===== src/rtl/intc3_pkg.sv =====
// Package: shared sizes, types and the vector map of the interrupt controller.
// Assumes slot order is the fixed tie-break order with the auxiliary group at slot 5.
package intc3_pkg;
    localparam int NSTD   = 10;             // standard sources
    localparam int NAUX   = 7;              // auxiliary sources
    localparam int NSLOT  = NSTD + 1;       // arbitration slots
    localparam int AUXS   = 5;              // slot of the auxiliary group
    localparam int NLVL   = 3;              // priority levels
    localparam int VEC_W  = 8;
    localparam int LVL_W  = $clog2(NLVL);

    typedef logic [LVL_W-1:0] lvl_t;

    // Vector address of an arbitration slot: 8*index+3, index skipping 5 and 7.
    function automatic logic [VEC_W-1:0] slot_vec(input int s);
        int idx;
        if (s < AUXS)       idx = s;
        else if (s == AUXS) idx = 6;
        else                idx = s + 2;
        return VEC_W'(idx * 8 + 3);
    endfunction
endpackage


===== src/rtl/intc3_flags.sv =====
// Flag capture: edge/level detection of external 0/1, latched timer flags,
// pass-through of serial, external 2..5 and watchdog levels.
// Assumes clr is one-hot or zero and arrives in standard-source order.
module intc3_flags
    import intc3_pkg::*;
(
    input  logic            clk,
    input  logic            rst_n,
    input  logic [1:0]      ext_n,
    input  logic [1:0]      ext_edge,
    input  logic [1:0]      tmr_set,
    input  logic            ser_rx,
    input  logic            ser_tx,
    input  logic [3:0]      ext_hi,
    input  logic            wdt_req,
    input  logic [NSTD-1:0] clr,
    output logic [NSTD-1:0] std_flag
);
    logic [1:0] pin_q;
    logic [1:0] ext_fl;
    logic [1:0] tmr_fl;

    // One detector per low external pin and one latch per timer.
    for (genvar i = 0; i < 2; i++) begin : g_ext
        // Remember last pin value and hold the edge or level flag.
        always_ff @(posedge clk) begin
            if (!rst_n) begin
                pin_q[i]  <= 1'b1;
                ext_fl[i] <= 1'b0;
            end else begin
                pin_q[i] <= ext_n[i];
                if (!ext_edge[i])
                    ext_fl[i] <= ~ext_n[i];
                else if (pin_q[i] && !ext_n[i])
                    ext_fl[i] <= 1'b1;
                else if (clr[2*i])
                    ext_fl[i] <= 1'b0;
            end
        end

        // Latch a timer overflow until its vector is taken.
        always_ff @(posedge clk) begin
            if (!rst_n)              tmr_fl[i] <= 1'b0;
            else if (tmr_set[i])     tmr_fl[i] <= 1'b1;
            else if (clr[2*i+1])     tmr_fl[i] <= 1'b0;
        end
    end

    // Assemble flags in tie-break order.
    always_comb begin
        std_flag    = '0;
        std_flag[0] = ext_fl[0];
        std_flag[1] = tmr_fl[0];
        std_flag[2] = ext_fl[1];
        std_flag[3] = tmr_fl[1];
        std_flag[4] = ser_rx | ser_tx;
        std_flag[8:5] = ext_hi;
        std_flag[9] = wdt_req;
    end
endmodule


===== src/rtl/intc3_arb.sv =====
// Arbiter: finds the highest pending level, the first slot on it, and whether
// it may preempt the levels already in service.
// Assumes in_svc bit k means level k is being served.
module intc3_arb
    import intc3_pkg::*;
(
    input  logic [NSLOT-1:0]       act,
    input  lvl_t [NSLOT-1:0]       slot_lvl,
    input  logic [NLVL-1:0]        in_svc,
    output logic                   grant_ok,
    output lvl_t                   win_lvl,
    output logic [NSLOT-1:0]       win_oh,
    output logic [VEC_W-1:0]       win_vec
);
    logic [NLVL-1:0]  lvl_any;
    logic [NSLOT-1:0] on_lvl;
    logic             found;

    // Which levels have at least one active slot.
    always_comb begin
        lvl_any = '0;
        for (int s = 0; s < NSLOT; s++)
            if (act[s]) lvl_any[slot_lvl[s]] = 1'b1;
    end

    // Highest populated level.
    always_comb begin
        win_lvl = '0;
        for (int l = 0; l < NLVL; l++)
            if (lvl_any[l]) win_lvl = lvl_t'(l);
    end

    // First active slot on the winning level, and its vector.
    always_comb begin
        found   = 1'b0;
        win_oh  = '0;
        win_vec = '0;
        for (int s = 0; s < NSLOT; s++) begin
            on_lvl[s] = act[s] && (slot_lvl[s] == win_lvl);
            if (on_lvl[s] && !found) begin
                found     = 1'b1;
                win_oh[s] = 1'b1;
                win_vec   = slot_vec(s);
            end
        end
    end

    // Allowed only above every level in service.
    always_comb grant_ok = found && !(|(in_svc >> win_lvl));
endmodule


===== src/rtl/intc3_svc.sv =====
// In-service tracker: one bit per level, set at acknowledge, highest cleared at
// return; also holds the vector captured at acknowledge.
// Assumes ack only with grant_ok, ret only with a level in service.
module intc3_svc
    import intc3_pkg::*;
(
    input  logic              clk,
    input  logic              rst_n,
    input  logic              ack,
    input  logic              ret,
    input  logic              grant_ok,
    input  lvl_t              win_lvl,
    input  logic [VEC_W-1:0]  win_vec,
    output logic [NLVL-1:0]   in_svc,
    output logic [VEC_W-1:0]  vec_q
);
    logic [NLVL-1:0] popped;
    logic [NLVL-1:0] nxt;
    logic            take;

    // Drop the highest level in service.
    always_comb begin
        popped = in_svc;
        for (int l = NLVL - 1; l >= 0; l--)
            if (in_svc[l] && (popped == in_svc)) popped[l] = 1'b0;
    end

    // Next in-service set: pop on return, then push on acknowledge.
    always_comb begin
        take = ack && grant_ok;
        nxt  = ret ? popped : in_svc;
        if (take) nxt[win_lvl] = 1'b1;
    end

    // Register the set and capture the vector.
    always_ff @(posedge clk) begin
        if (!rst_n) begin
            in_svc <= '0;
            vec_q  <= '0;
        end else begin
            in_svc <= nxt;
            if (take) vec_q <= win_vec;
        end
    end
endmodule


===== src/rtl/intc3_top.sv =====
// Top: merges auxiliary flags, gates standard sources, assigns levels, and ties
// flag capture, arbitration and in-service tracking together.
// Assumes the core follows the ack/ret rules stated in the brief.
module intc3_top
    import intc3_pkg::*;
(
    input  logic             clk,
    input  logic             rst_n,
    input  logic [1:0]       ext_n,
    input  logic [1:0]       ext_edge,
    input  logic [1:0]       tmr_set,
    input  logic             ser_rx,
    input  logic             ser_tx,
    input  logic [3:0]       ext_hi,
    input  logic             wdt_req,
    input  logic [6:0]       aux_flag,
    input  logic [6:0]       aux_en,
    input  logic             aux_grp_en,
    input  logic [9:0]       src_en,
    input  logic [9:0]       src_hi,
    input  logic             glb_en,
    input  logic             irq_ack,
    input  logic             irq_ret,
    output logic             irq_req,
    output logic [7:0]       irq_vec,
    output logic             aux_pending
);
    logic [NSTD-1:0]  std_flag;
    logic [NSTD-1:0]  std_clr;
    logic [NSLOT-1:0] act;
    lvl_t [NSLOT-1:0] slot_lvl;
    logic [NSLOT-1:0] win_oh;
    lvl_t             win_lvl;
    logic [VEC_W-1:0] win_vec;
    logic             grant_ok;
    logic [NLVL-1:0]  in_svc;

    intc3_flags u_flags (
        .clk(clk), .rst_n(rst_n), .ext_n(ext_n), .ext_edge(ext_edge),
        .tmr_set(tmr_set), .ser_rx(ser_rx), .ser_tx(ser_tx), .ext_hi(ext_hi),
        .wdt_req(wdt_req), .clr(std_clr), .std_flag(std_flag)
    );

    // Merged auxiliary request.
    always_comb aux_pending = |(aux_flag & aux_en);

    // Map standard sources around the auxiliary slot.
    for (genvar s = 0; s < NSLOT; s++) begin : g_slot
        if (s == AUXS) begin : g_aux
            assign act[s]      = aux_pending && aux_grp_en;
            assign slot_lvl[s] = lvl_t'(NLVL - 1);
        end else begin : g_std
            localparam int K = (s < AUXS) ? s : s - 1;
            assign act[s]      = std_flag[K] && src_en[K] && glb_en;
            assign slot_lvl[s] = src_hi[K] ? lvl_t'(1) : lvl_t'(0);
            assign std_clr[K]  = irq_ack && grant_ok && win_oh[s];
        end
    end

    intc3_arb u_arb (
        .act(act), .slot_lvl(slot_lvl), .in_svc(in_svc), .grant_ok(grant_ok),
        .win_lvl(win_lvl), .win_oh(win_oh), .win_vec(win_vec)
    );

    intc3_svc u_svc (
        .clk(clk), .rst_n(rst_n), .ack(irq_ack), .ret(irq_ret),
        .grant_ok(grant_ok), .win_lvl(win_lvl), .win_vec(win_vec),
        .in_svc(in_svc), .vec_q(irq_vec)
    );

    // Request whenever a winner may preempt.
    always_comb irq_req = grant_ok;
endmodule


===== config.mk =====
export PLATFORM = sky130hd
export DESIGN_NAME = intc3_top
export DESIGN_NICKNAME = d
export VERILOG_FILES = /design/src/rtl/intc3_pkg.sv /design/src/rtl/intc3_flags.sv /design/src/rtl/intc3_arb.sv /design/src/rtl/intc3_svc.sv /design/src/rtl/intc3_top.sv
export SDC_FILE = /design/constraint.sdc
export NUM_CORES = 1
export LEC_CHECK = 0
export BUFFER_PORTS_ARGS = -buffer_cell sky130_fd_sc_hd__buf_4
export CAP_MARGIN = 5
export CORE_ASPECT_RATIO = 2
export CORE_MARGIN = 1
export CORE_UTILIZATION = 30
export CTS_BUF_LIST = sky130_fd_sc_hd__clkbuf_4 sky130_fd_sc_hd__clkbuf_8 sky130_fd_sc_hd__clkbuf_16
export DETAILED_ROUTE_END_ITERATION = 10
export GPL_ROUTABILITY_DRIVEN = 1
export PLACE_DENSITY = 0.58
export SLEW_MARGIN = 15
export SYNTH_ARGS = -nofsm -noshare
export SYNTH_HDL_FRONTEND = slang
export SYNTH_SLANG_ARGS = --single-unit
export TNS_END_PERCENT = 10

===== constraint.sdc =====
create_clock -name clk -period 1.9 [get_ports clk]
set_clock_uncertainty 0.1 [all_clocks]
set_input_delay 0.19 -clock clk [delete_from_list [all_inputs] [get_ports clk]]
set_output_delay 0.19 -clock clk [all_outputs]
set_load 0.01 [all_outputs]

Word-level counts from Yosys, hierarchy flattened
Cells that the tools add are included.
W data, S select, Z words.

storage, ports and cells
  flip-flop bits (word level) = 17
  input port bits = 53
  output and inout port bits = 10

cells by class
  $add $sub $neg = 11
  magnitude comparators = 22
  equality and inequality tests = 14
  shifts and indexed selects = 1
  multiplexer cells = 95
  bitwise logic cells = 15
  reductions and logical operators = 80

operator list
  kind                   number
  $add A8 B3 Y8 const B  11
  $mux W8                11
  $logic_and A1 B1 Y1    63
  $mux W5                11
  $mux W1                48
  $mux W3                13
  $lt A1 B3 Y1 const B   10
  $or A3 B3 Y3           10
  $demux W1 S2           11
  $eq A1 B2 Y1           11
  $logic_not A1 Y1       13
  $ge A1 B1 Y1 const B   10
  $and A7 B7 Y7          1
  $reduce_or A7 Y1       1
  $ne A3 B1 Y1 const B   2
  $reduce_bool A2 Y1     2
  $lt A2 B3 Y1 const B   1
  $not A1 Y1             3
  $reduce_or A3 Y1       1
  $shr A3 B2 Y3          1
  $eq A2 B2 Y1 const A   1
  $ge A2 B1 Y1 const B   1
  $mux W2                1
  $or A1 B1 Y1           1

Longest topological paths before layout
Gate-level depths: netlist of run 1.

  depth in word-level cells = 66
  mapped depth = 9
  depth with buffers taken out = 7

Modules after synthesis
From an unflattened synthesis of run 1, not the netlist that was laid out.

second synthesis, totals
  cells, all modules = 244
  area, all modules = 1939.4 um^2

by module, submodules not included
  module       times used  cells an instance  area each (um^2)
  intc3_arb    1           142                1031.0
  intc3_svc    1           50                 483.0
  intc3_flags  1           24                 252.7
  intc3_top    1           28                 172.7

Worst setup path before layout of run 1
OpenSTA, ideal clock, no wires.

  path kind = register to output
  start = register u_flags.ext_fl[1], in the netlist u_flags.std_flag[2]
  end = output port irq_req
  data arrival time = 1903 ps
  required time = 1610 ps
  path slack = -293 ps
  stages on the path, launching flop included = 9
  buffers on the path = 1
  path through = dfxtp_1 -> and3_1 -> o41ai_4 -> and3_1 -> buf_6 -> o2111ai_4 -> nand4b_4 -> nor2_1 -> nor3_1

between the ends
  cells in the longest elaborated chain, start to end = 54

ends and longest elaborated chain
  element                                RTL line           RTL
  start: declaration                     intc3_flags.sv:20  logic [1:0] ext_fl;
  start signal: indexed assignment       intc3_flags.sv:33  ext_fl[i] <= ~ext_n[i];
  $logic_and A1 B1 Y1 (*) (2 in series)  intc3_top.sv:54    assign act[s] = std_flag[K] && src_en[K] && glb_en;
  $mux W3                                intc3_arb.sv:23    if (act[s]) lvl_any[slot_lvl[s]] = 1'b1;
  $or A3 B3 Y3 (no source line)          n/a
  $mux W3                                intc3_arb.sv:23
  $or A3 B3 Y3 (no source line)          n/a
  $mux W3 (2 in series)                  intc3_arb.sv:23
  $or A3 B3 Y3 (no source line)          n/a
  $mux W3                                intc3_arb.sv:23
  (+36 left out)                         n/a
  $mux W1                                intc3_arb.sv:40    if (on_lvl[s] && !found) begin
  $logic_not A1 Y1                       intc3_arb.sv:40
  $logic_and A1 B1 Y1                    intc3_arb.sv:40
  $mux W1                                intc3_arb.sv:40
  $logic_not A1 Y1                       intc3_arb.sv:40
  $logic_and A1 B1 Y1                    intc3_arb.sv:40
  $mux W1                                intc3_arb.sv:40
  $logic_and A1 B1 Y1 (*)                intc3_arb.sv:49    always_comb grant_ok = found && !(|(in_svc >> win_lvl));
  end: declaration                       intc3_top.sv:24    output logic irq_req,

Every way passes the cells marked *; elsewhere a longest branch is shown, timed or not.

Final worst setup path of run 1
  start = register u_flags.tmr_fl[1], in the netlist u_flags.std_flag[3]
  end = output port irq_req

between the ends
  cells in the longest elaborated chain, start to end = 52

ends and longest elaborated chain
  element                                RTL line           RTL
  start: declaration                     intc3_flags.sv:21  logic [1:0] tmr_fl;
  start signal: indexed assignment       intc3_flags.sv:43  if (!rst_n) tmr_fl[i] <= 1'b0;
  start signal: indexed assignment       intc3_flags.sv:44  else if (tmr_set[i]) tmr_fl[i] <= 1'b1;
  start signal: indexed assignment       intc3_flags.sv:45  else if (clr[2*i+1]) tmr_fl[i] <= 1'b0;
  $logic_and A1 B1 Y1 (*) (2 in series)  intc3_top.sv:54
  $mux W3                                intc3_arb.sv:23
  $or A3 B3 Y3 (no source line)          n/a
  $mux W3 (2 in series)                  intc3_arb.sv:23
  $or A3 B3 Y3 (no source line)          n/a
  $mux W3                                intc3_arb.sv:23
  $or A3 B3 Y3 (no source line)          n/a
  $mux W3                                intc3_arb.sv:23
  (+34 left out)                         n/a
  $mux W1                                intc3_arb.sv:40
  $logic_not A1 Y1                       intc3_arb.sv:40
  $logic_and A1 B1 Y1                    intc3_arb.sv:40
  $mux W1                                intc3_arb.sv:40
  $logic_not A1 Y1                       intc3_arb.sv:40
  $logic_and A1 B1 Y1                    intc3_arb.sv:40
  $mux W1                                intc3_arb.sv:40
  $logic_and A1 B1 Y1 (*)                intc3_arb.sv:49

Marks and branches as above.

==> key figures, run 1 <==
Layout
  • Final net count: 303
  • Number of antenna cells inserted: 0
  • Area used by multi-input combinational logic: ~900 sq um
  • Share of post-route cells with drive strength above 1: 0.5743
  • Storage element area: ~280 sq um
  • Area added between synthesis and finish: 83.23%
  • Fill cells: roughly 370

Logic synthesis
  • Dominant cell type by area after synthesis: sky130_fd_sc_hd__dfxtp_1
  • Synthesized area per cell: around 8.5 sq um
  • Fraction of synthesized cell area taken by the top area cell type: 0.2363
  • Most instantiated library cell after synthesis: sky130_fd_sc_hd__dfxtp_1
  • Post-synth top flop: sky130_fd_sc_hd__dfxtp_1
  • Number of distinct standard cells referenced by the synthesized netlist: 53
  • Flip-flop and latch count after synthesis: 14
  • Yosys warns: 0
  • Ys async rst share: 0
  • Leading post-synthesis cells by cell area: sky130_fd_sc_hd__dfxtp_1, sky130_fd_sc_hd__and3_1, sky130_fd_sc_hd__o21a_1, sky130_fd_sc_hd__nand2_1, sky130_fd_sc_hd__nand3_1
  • Number of enable flip-flop cells after synthesis: 0
  • Gate count after technology mapping: 140
  • Register area share after synthesis: 0.2363
  • Netlist area before placement: around 1200 sq um
  • Most used standard cells in the synthesized netlist: sky130_fd_sc_hd__dfxtp_1, sky130_fd_sc_hd__nand2_1, sky130_fd_sc_hd__and3_1, sky130_fd_sc_hd__nand3_1, sky130_fd_sc_hd__o21a_1

Floorplanning
  • I/O pin total: 63
  • Die X: around 46 microns
  • Starting density of the core: 0.3118
  • Total core area: 3804 sq um
  • Die Footprint: roughly 4200 sq um
  • Die height: about 91 microns
  • Row Count: 32

Setup path
  • Data arrival, critical path: between 2000 and 2500 ps
  • Delay of the slowest cell on the worst path: 400 ps
  • End of the worst register-to-register path: u_svc.vec_q[3]$_SDFFE_PN0N_
  • Delay-heaviest family, CP: simple AND/OR/NAND/NOR gates
  • Launching element of the worst setup path: u_flags.std_flag[3]$_SDFFE_PN0P_
  • Worst path slowest cell: sky130_fd_sc_hd__o41ai_4
  • Total stage count of the critical path: 8
  • Capturing element type of the critical path: output pin
  • Worst-path fanout max: 4
  • Startpoint types: register
  • Data required time of the worst path: between 1500 and 2000 ps
  • Capturing element of the worst setup path: irq_req
  • Worst path most repeated cell: sky130_fd_sc_hd__and3_4
  • Crit Reg-Reg Startpoint: u_flags.std_flag[3]$_SDFFE_PN0P_
  • Buffering stage count on the worst path with inverters included: 1
  • Critical Setup Path Class: register to output pin
  • Cells along the critical path: and3_4 -> o41ai_4 -> and3_4 -> o2111ai_4 -> nand4b_4 -> nor2_2 -> nor3_2 -> buf_4
  • Cells on worst reg2reg path: 10
  • Reg2Reg Setup Slack: -390 ps

Detailed routing
  • Remaining number of nets flagged by the antenna check after routing: 0
  • Iteration count of the initial detailed-routing pass: 4
  • Number of DRC violations after detailed-routing iteration 0: 38
  • Number of design rule violations left after detail routing: 0
  • Via-per-instance ratio: between 5 and 6
  • Detailed-route via count: 1582
  • WL per Instance: roughly 16 microns
  • Routed WL: 4.659 mm

STA
  • Post-route worst setup slack: -436.2 ps
  • Post-route setup TNS: -3172 ps
  • Fraction of the cycle the final worst path needs: 1.230
  • Setup Viol. Count Final: 12
  • Unrepaired setup endpoints after global routing: yes
  • Time the final worst path needs with I/O delays and setup: approximately 2300 ps
  • Pins Over Slew Limit: 0
  • Maximum achievable frequency: between 0.4 and 0.5 GHz
  • Fin. Hold Viols: 0

Min path
  • Worst min path class: primary input to register

Clocking
  • CTS clk-pin slew, worst paths: approximately 50 ps
  • CTS tree: done
  • Clock tree sinks: 14
  • Buffer depth of the longest clock path: 2
  • TritonCTS Buffers: 3
  • Latest clock arrival within the worst-skew pair: around 240 ps
  • Master cell of the clock root buffer: sky130_fd_sc_hd__clkbuf_8
  • # H-tree levels: 1

Placed design
  • Quantity of I/O buffers inserted on ports: 60
  • Placer Congestion: 0.9375
  • Pre-CTS setup slack: -484.9 ps
  • Dpl hpwl: roughly 4 mm

Run status
  • Run status: finished with violations
  • Violations in the final reports: setup timing

GRT
  • Pin count of the biggest net entering global routing: 19
  • Overall global routing resource usage: 0.2369
  • Number of antenna violations at the first check in global routing: 0
  • Leftover overflow at the end of global routing: 0
  • Via count of the first global-routing pass: approximately 1700
  • First-pass GRT wire length: 7.417 mm

Pwr
  • Fraction of power consumed by combinational cells: 0.450
  • Share of total power in the clock network: 0.252
  • Net load switching power: between 0.3 and 0.4 mW
  • Switching share of power: 0.2923
  • Maximum vdd drop: 0.4964 mV
  • Leakage power figure: roughly 1.0 nW
  • Power per unit of standard cell area: 512.5 nW/um^2
  • Reg power frac: 0.298
  • Internal cell power: roughly 0.8 mW

Run
  • Count of max-cap constraint violations: 0
==> power groups by stage <==
stage | registers (mW) | clock network, mW | logic, mW
after floorplan | 0.342 | 0 | 0.200
after global placement | 0.337 | 0 | 0.456
after detailed placement | 0.338 | 0 | 0.458
after CTS | 0.332 | 0.289 | 0.495
after global routing | 0.335 | 0.305 | 0.539
final | 0.332 | 0.280 | 0.501
==> final cells by class <==
| cell class | count | share of cell area |
|---|---|---|
| Multi-Input combinational cell | 115 | 0.4157 |
| Timing Repair Buffer | 112 | 0.3926 |
| Sequential cell | 14 | 0.1301 |
| Tap cell | 51 | 0.02936 |
| Clock buffer | 4 | 0.02533 |
| Inverter | 4 | 0.006908 |
==> cells by family (layout without fill, tap and decap cells) <==
family	Yosys count	in the layout	share of synthesized area
other	1	2	0.003162
muxes	1	1	0.009493
and+or+nand+nor	55	55	0.2743
DFF	14	14	0.2363
AOI/OAI and AO/OA	56	56	0.4093
xor gates and xnor gates	1	1	0.007385
buffers and inverters	12	120	0.06012
==> routing by layer <==
| metal | wire (microns) | track usage | part of all wire |
|---|---|---|---|
| met4 | 191 | 0.1250 | 0.041 |
| met5 | 0 | 0 | 0 |
| met1 | 1571 | 0.2262 | 0.34 |
| met2 | 2743 | 0.4398 | 0.59 |
| met3 | 152 | 0.02600 | 0.033 |
==> worst min path at each step <==
stage | depth (start not counted) | to | from | slack [ps]
3_5_place_dp | 2 | u_flags.pin_q[0]$_SDFF_PN1_ | ext_n[0] | 290
5_1_grt | 2 | u_flags.pin_q[1]$_SDFF_PN1_ | ext_n[1] | 40
3_3_place_gp | 2 | u_flags.pin_q[1]$_SDFF_PN1_ | ext_n[1] | 290
2_1_floorplan | 1 | u_flags.pin_q[0]$_SDFF_PN1_ | ext_n[0] | 190
6_report | 2 | u_flags.pin_q[0]$_SDFF_PN1_ | ext_n[0] | 40
4_1_cts | 2 | u_flags.pin_q[0]$_SDFF_PN1_ | ext_n[0] | 40
==> sequential cells by signal (all words and copies together) (netlist names) <==
name / cells
u_svc.vec_q: 5
u_flags.std_flag: 4
u_svc.in_svc: 3
u_flags.pin_q: 2
==> cells in the final DEF (no fill, tap or decap), types with 3 or more instances in the layout <==
cell                        count
sky130_fd_sc_hd__dfxtp_1       12
sky130_fd_sc_hd__o2111ai_1      3
sky130_fd_sc_hd__nor2_1         4
sky130_fd_sc_hd__a31oi_1        5
sky130_fd_sc_hd__and2_1         3
sky130_fd_sc_hd__buf_4        111
sky130_fd_sc_hd__o22ai_1        3
sky130_fd_sc_hd__and3_4         4
sky130_fd_sc_hd__inv_1          4
sky130_fd_sc_hd__nand4_1        5
sky130_fd_sc_hd__nand2b_1       3
sky130_fd_sc_hd__clkbuf_8       4
sky130_fd_sc_hd__o21a_1         7
sky130_fd_sc_hd__nand2_1       12
sky130_fd_sc_hd__nand3_1        7
sky130_fd_sc_hd__and3_1         8
sky130_fd_sc_hd__a21oi_1        4
==> through the flow <==
stage                     area [sq um]  instances  power [mW]  hold WS [ps]  utilization
after CTS                         2152        300       1.116         40.12       0.5658
after global placement            2022        292      0.7923         288.1       0.5316
after detailed placement          2022        292      0.7959         291.4       0.5316
final                             2173        300       1.114         44.15       0.5714
after global routing              2173        300       1.179         40.25       0.5714
after floorplan                   1204        141      0.5411         191.5            -
==> what timing repair did <==
| action | in CTS | in global routing |
|---|---|---|
| pin swaps | 9 | 3 |
| hold buffers | 0 | 0 |
| endpoints found under the setup margin | 12 | 12 |
| resized for setup | 11 | 4 |
| setup buffers | 4 | 0 |
Power figures use the tool's default switching activity.
==> run 2: changes to the inputs <==
- ABC_AREA: default -> 1
- PLACE_DENSITY: 0.58 -> 0.57
==> run 2 against run 1 <==
The flow still finishes with violations (setup timing). Power fell by 4.8%. Setup slack worse by 76 ps. Synthesized cell count up 44%. Sequential power is essentially flat. Critical path type unchanged. Critical endpoint unchanged.
==> key figures, run 2 <==
Placed design
  • Total placed cells including tap cells: 347
  • Quantity of I/O buffers inserted on ports: 60
  • Pre-CTS setup slack: -513.0 ps
  • Dpl hpwl: around 3.4 mm
  • Placer Congestion: roughly 0.85

Logic synthesis
  • Number of distinct standard cells referenced by the synthesized netlist: 31
  • Dominant cell type by area after synthesis: sky130_fd_sc_hd__dfxtp_1
  • Most instantiated library cell after synthesis: sky130_fd_sc_hd__nand2_1
  • Post-synth top flop: sky130_fd_sc_hd__dfxtp_1
  • Yosys warns: 0
  • Register area share after synthesis: 0.2164
  • Synthesized area per cell: about 6.4 sq um
  • Number of enable flip-flop cells after synthesis: 0
  • Ys async rst share: 0
  • Fraction of synthesized cell area taken by the top area cell type: 0.2164
  • Leading post-synthesis cells by cell area: sky130_fd_sc_hd__dfxtp_1, sky130_fd_sc_hd__nand2_1, sky130_fd_sc_hd__inv_1, sky130_fd_sc_hd__nand4_1, sky130_fd_sc_hd__nand3_1
  • Netlist area before placement: between 1000 and 1500 sq um
  • Most used standard cells in the synthesized netlist: sky130_fd_sc_hd__nand2_1, sky130_fd_sc_hd__inv_1, sky130_fd_sc_hd__nor2_1, sky130_fd_sc_hd__nand3_1, sky130_fd_sc_hd__nand4_1
  • Flip-flop and latch count after synthesis: 14
  • Gate count after technology mapping: between 200 and 250

Layout
  • Most common library cell in the layout ignoring fill and taps: sky130_fd_sc_hd__buf_4
  • Reg with most FFs: u_svc.vec_q
  • Area used by multi-input combinational logic: just over 900 sq um
  • Number of flip-flops in the largest register: 5
  • Final net count: approximately 360
  • Commonest cells after routing, fill and taps aside: sky130_fd_sc_hd__buf_4, sky130_fd_sc_hd__nand2_1, sky130_fd_sc_hd__inv_1
  • Number of antenna cells inserted: 0
  • Fill cells: around 460
  • Share of post-route cells with drive strength above 1: 0.4651
  • Post-layout instance count excluding filler cells: 353
  • Post-route core utilization: 0.5285
  • Storage element area: 282.8 sq um
  • Area added between synthesis and finish: 68.50%

Clocking
  • # H-tree levels: 1
  • Latest clock arrival within the worst-skew pair: 250 ps
  • Buffer depth of the longest clock path: 2
  • Master cell of the clock root buffer: sky130_fd_sc_hd__clkbuf_8
  • CTS tree: done
  • Clock tree sinks: 14
  • TritonCTS Buffers: 3
  • CTS clk-pin slew, worst paths: ~60 ps

STA
  • Post-route setup TNS: -2732 ps
  • Setup Viol. Count Final: 13
  • Fin. Hold Viols: 0
  • Maximum achievable frequency: a little over 0.4 GHz
  • Post-route worst setup slack: -512.4 ps
  • Fraction of the cycle the final worst path needs: 1.270
  • Unrepaired setup endpoints after global routing: yes
  • Pins Over Slew Limit: 0
  • Time the final worst path needs with I/O delays and setup: between 2000 and 2500 ps

Floorplanning
  • Die Footprint: approximately 4600 sq um
  • Die X: slightly below 50 microns
  • I/O pin total: 63
  • Total core area: 4129 sq um
  • Starting density of the core: 0.3136
  • Die height: 94.92 microns
  • Row Count: 33

Min path
  • Worst min path class: primary input to register
  • Hold path endpoint: u_flags.pin_q[0]$_SDFF_PN1_
  • Hold path start: ext_n[0]
  • Hold depth: 3

Detailed routing
  • Remaining number of nets flagged by the antenna check after routing: 0
  • Number of DRC violations after detailed-routing iteration 0: 18
  • WL per Instance: ~11 microns
  • Iteration count of the initial detailed-routing pass: 4
  • Via-per-instance ratio: around 4.7
  • Number of design rule violations left after detail routing: 0
  • Routed WL: about 4 mm
  • Detailed-route via count: 1675

Pwr
  • Maximum vdd drop: 0.3111 mV
  • Leakage power figure: between 1 and 1.5 nW
  • Power per unit of standard cell area: roughly 490 nW/um^2

Setup path
  • Data required time of the worst path: roughly 1600 ps
  • Crit Reg-Reg Startpoint: u_flags.std_flag[3]$_SDFFE_PN0P_
  • Startpoint types: register
  • End of the worst register-to-register path: u_svc.in_svc[1]$_SDFF_PN0_
  • Worst-path fanout max: 5
  • Capturing element type of the critical path: output pin
  • Data arrival, critical path: about 2100 ps
  • Reg2Reg Setup Slack: -270 ps
  • Critical Setup Path Class: register to output pin
  • Cells on worst reg2reg path: 13

GRT
  • GR peak layer: met2
  • Leftover overflow at the end of global routing: 0
  • Via count of the first global-routing pass: about 1600
  • Pin count of the biggest net entering global routing: 17
  • Overall global routing resource usage: 0.1796
  • Global Route met1 Usage: 0.1566
  • First-pass GRT wire length: between 6 and 7 mm
  • Met3 track demand over resource: 0.01288
  • Met2 Track Usage GR: 0.3897
  • Number of antenna violations at the first check in global routing: 0

Run
  • Count of max-cap constraint violations: 0

Run status
  • Run status: finished with violations
  • Violations in the final reports: setup timing
[run 2: cell types whose count changed after synthesis, moves of 5 or more]
cell and change:
sky130_fd_sc_hd__nand4_1 +10, sky130_fd_sc_hd__nand2_1 +38, sky130_fd_sc_hd__nand3_1 +8, sky130_fd_sc_hd__nor2_1 +12, sky130_fd_sc_hd__o21a_1 -7, sky130_fd_sc_hd__nand3b_1 +5, sky130_fd_sc_hd__a31oi_1 -5, sky130_fd_sc_hd__and3_1 -9
sky130_fd_sc_hd__o21ai_0 +6, sky130_fd_sc_hd__inv_1 +21
[run 2: per-layer routing]
| metal | share of wire | up-vias |
|---|---|---|
| li1 | - | 865 |
| met1 | 0.34 | 743 |
| met2 | 0.58 | 56 |
| met3 | 0.039 | 11 |
| met4 | 0.041 | 0 |
| met5 | 0 | - |
[run 2: repair_timing]
action                                  in CTS  in global routing
hold buffers                                 0                  0
cloned                                       1                  0
setup buffers                                1                  0
endpoints found under the setup margin      13                 13
gates resized for setup                     12                  2
pin swaps                                    5                  0
[run 2: layout make-up]
| class | count | share of cell area |
|---|---|---|
| clock buffer | 4 | 0.02523 |
| inverter | 26 | 0.04472 |
| multi-input combinational | 155 | 0.4197 |
| sequential | 14 | 0.1296 |
| tap | 52 | 0.02982 |
| timing repair buffer | 102 | 0.3509 |
[run 2: logic make-up (layout without fill, tap and decap cells)]
| logic type | count (synthesis) | in the layout | share of synthesized area |
|---|---|---|---|
| other cells | 1 | 2 | 0.002896 |
| simple gates | 131 | 132 | 0.5565 |
| flops | 14 | 14 | 0.2164 |
| compound gates | 21 | 21 | 0.09854 |
| buf+inv | 34 | 132 | 0.1256 |
[run 2: worst max path at each step]
stage	from	endpoint	slack [ps]	cells past startpoint
CTS	u_flags.std_flag[1]$_SDFFE_PN0P_	irq_req	-520	13
finish	u_flags.std_flag[3]$_SDFFE_PN0P_	irq_req	-510	13
floorplan	glb_en	u_svc.vec_q[3]$_SDFFE_PN0N_	-210	17
global placement	glb_en	irq_req	-450	16
detailed placement	glb_en	irq_req	-510	16
global route	u_flags.std_flag[3]$_SDFFE_PN0P_	irq_req	-640	13
[run 2: where the power goes]
group          leakage (nW)  switching [mW]  internal, mW
registers             0.116          0.0156         0.319
clock network        0.0288           0.109         0.184
logic                  1.00           0.203         0.230
total                  1.15           0.328         0.732
[run 2: critical path, cell delays in order (launching register included)]
cell,delay [ps]
sky130_fd_sc_hd__dfxtp_2,340
sky130_fd_sc_hd__nand4_1,100
sky130_fd_sc_hd__nand2_2,90
sky130_fd_sc_hd__nor2_4,140
sky130_fd_sc_hd__nand3_4,110
sky130_fd_sc_hd__nand3b_1,120
sky130_fd_sc_hd__nand2_2,70
sky130_fd_sc_hd__nor2_4,130
sky130_fd_sc_hd__nand4_4,130
sky130_fd_sc_hd__nor2_4,130
sky130_fd_sc_hd__nand4_4,100
sky130_fd_sc_hd__buf_4,160
sky130_fd_sc_hd__and2_1,120
sky130_fd_sc_hd__buf_4,130
[run 2: per-stage QoR]
stage	hold slack (ps)	cell area (sq um)	power, mW
CTS	48.18	2175	1.066
global placement	297.0	2057	0.7486
finish	48.69	2182	1.060
global route	71.18	2182	1.128
floorplan	207.2	1299	0.5408
detailed placement	303.5	2057	0.7525
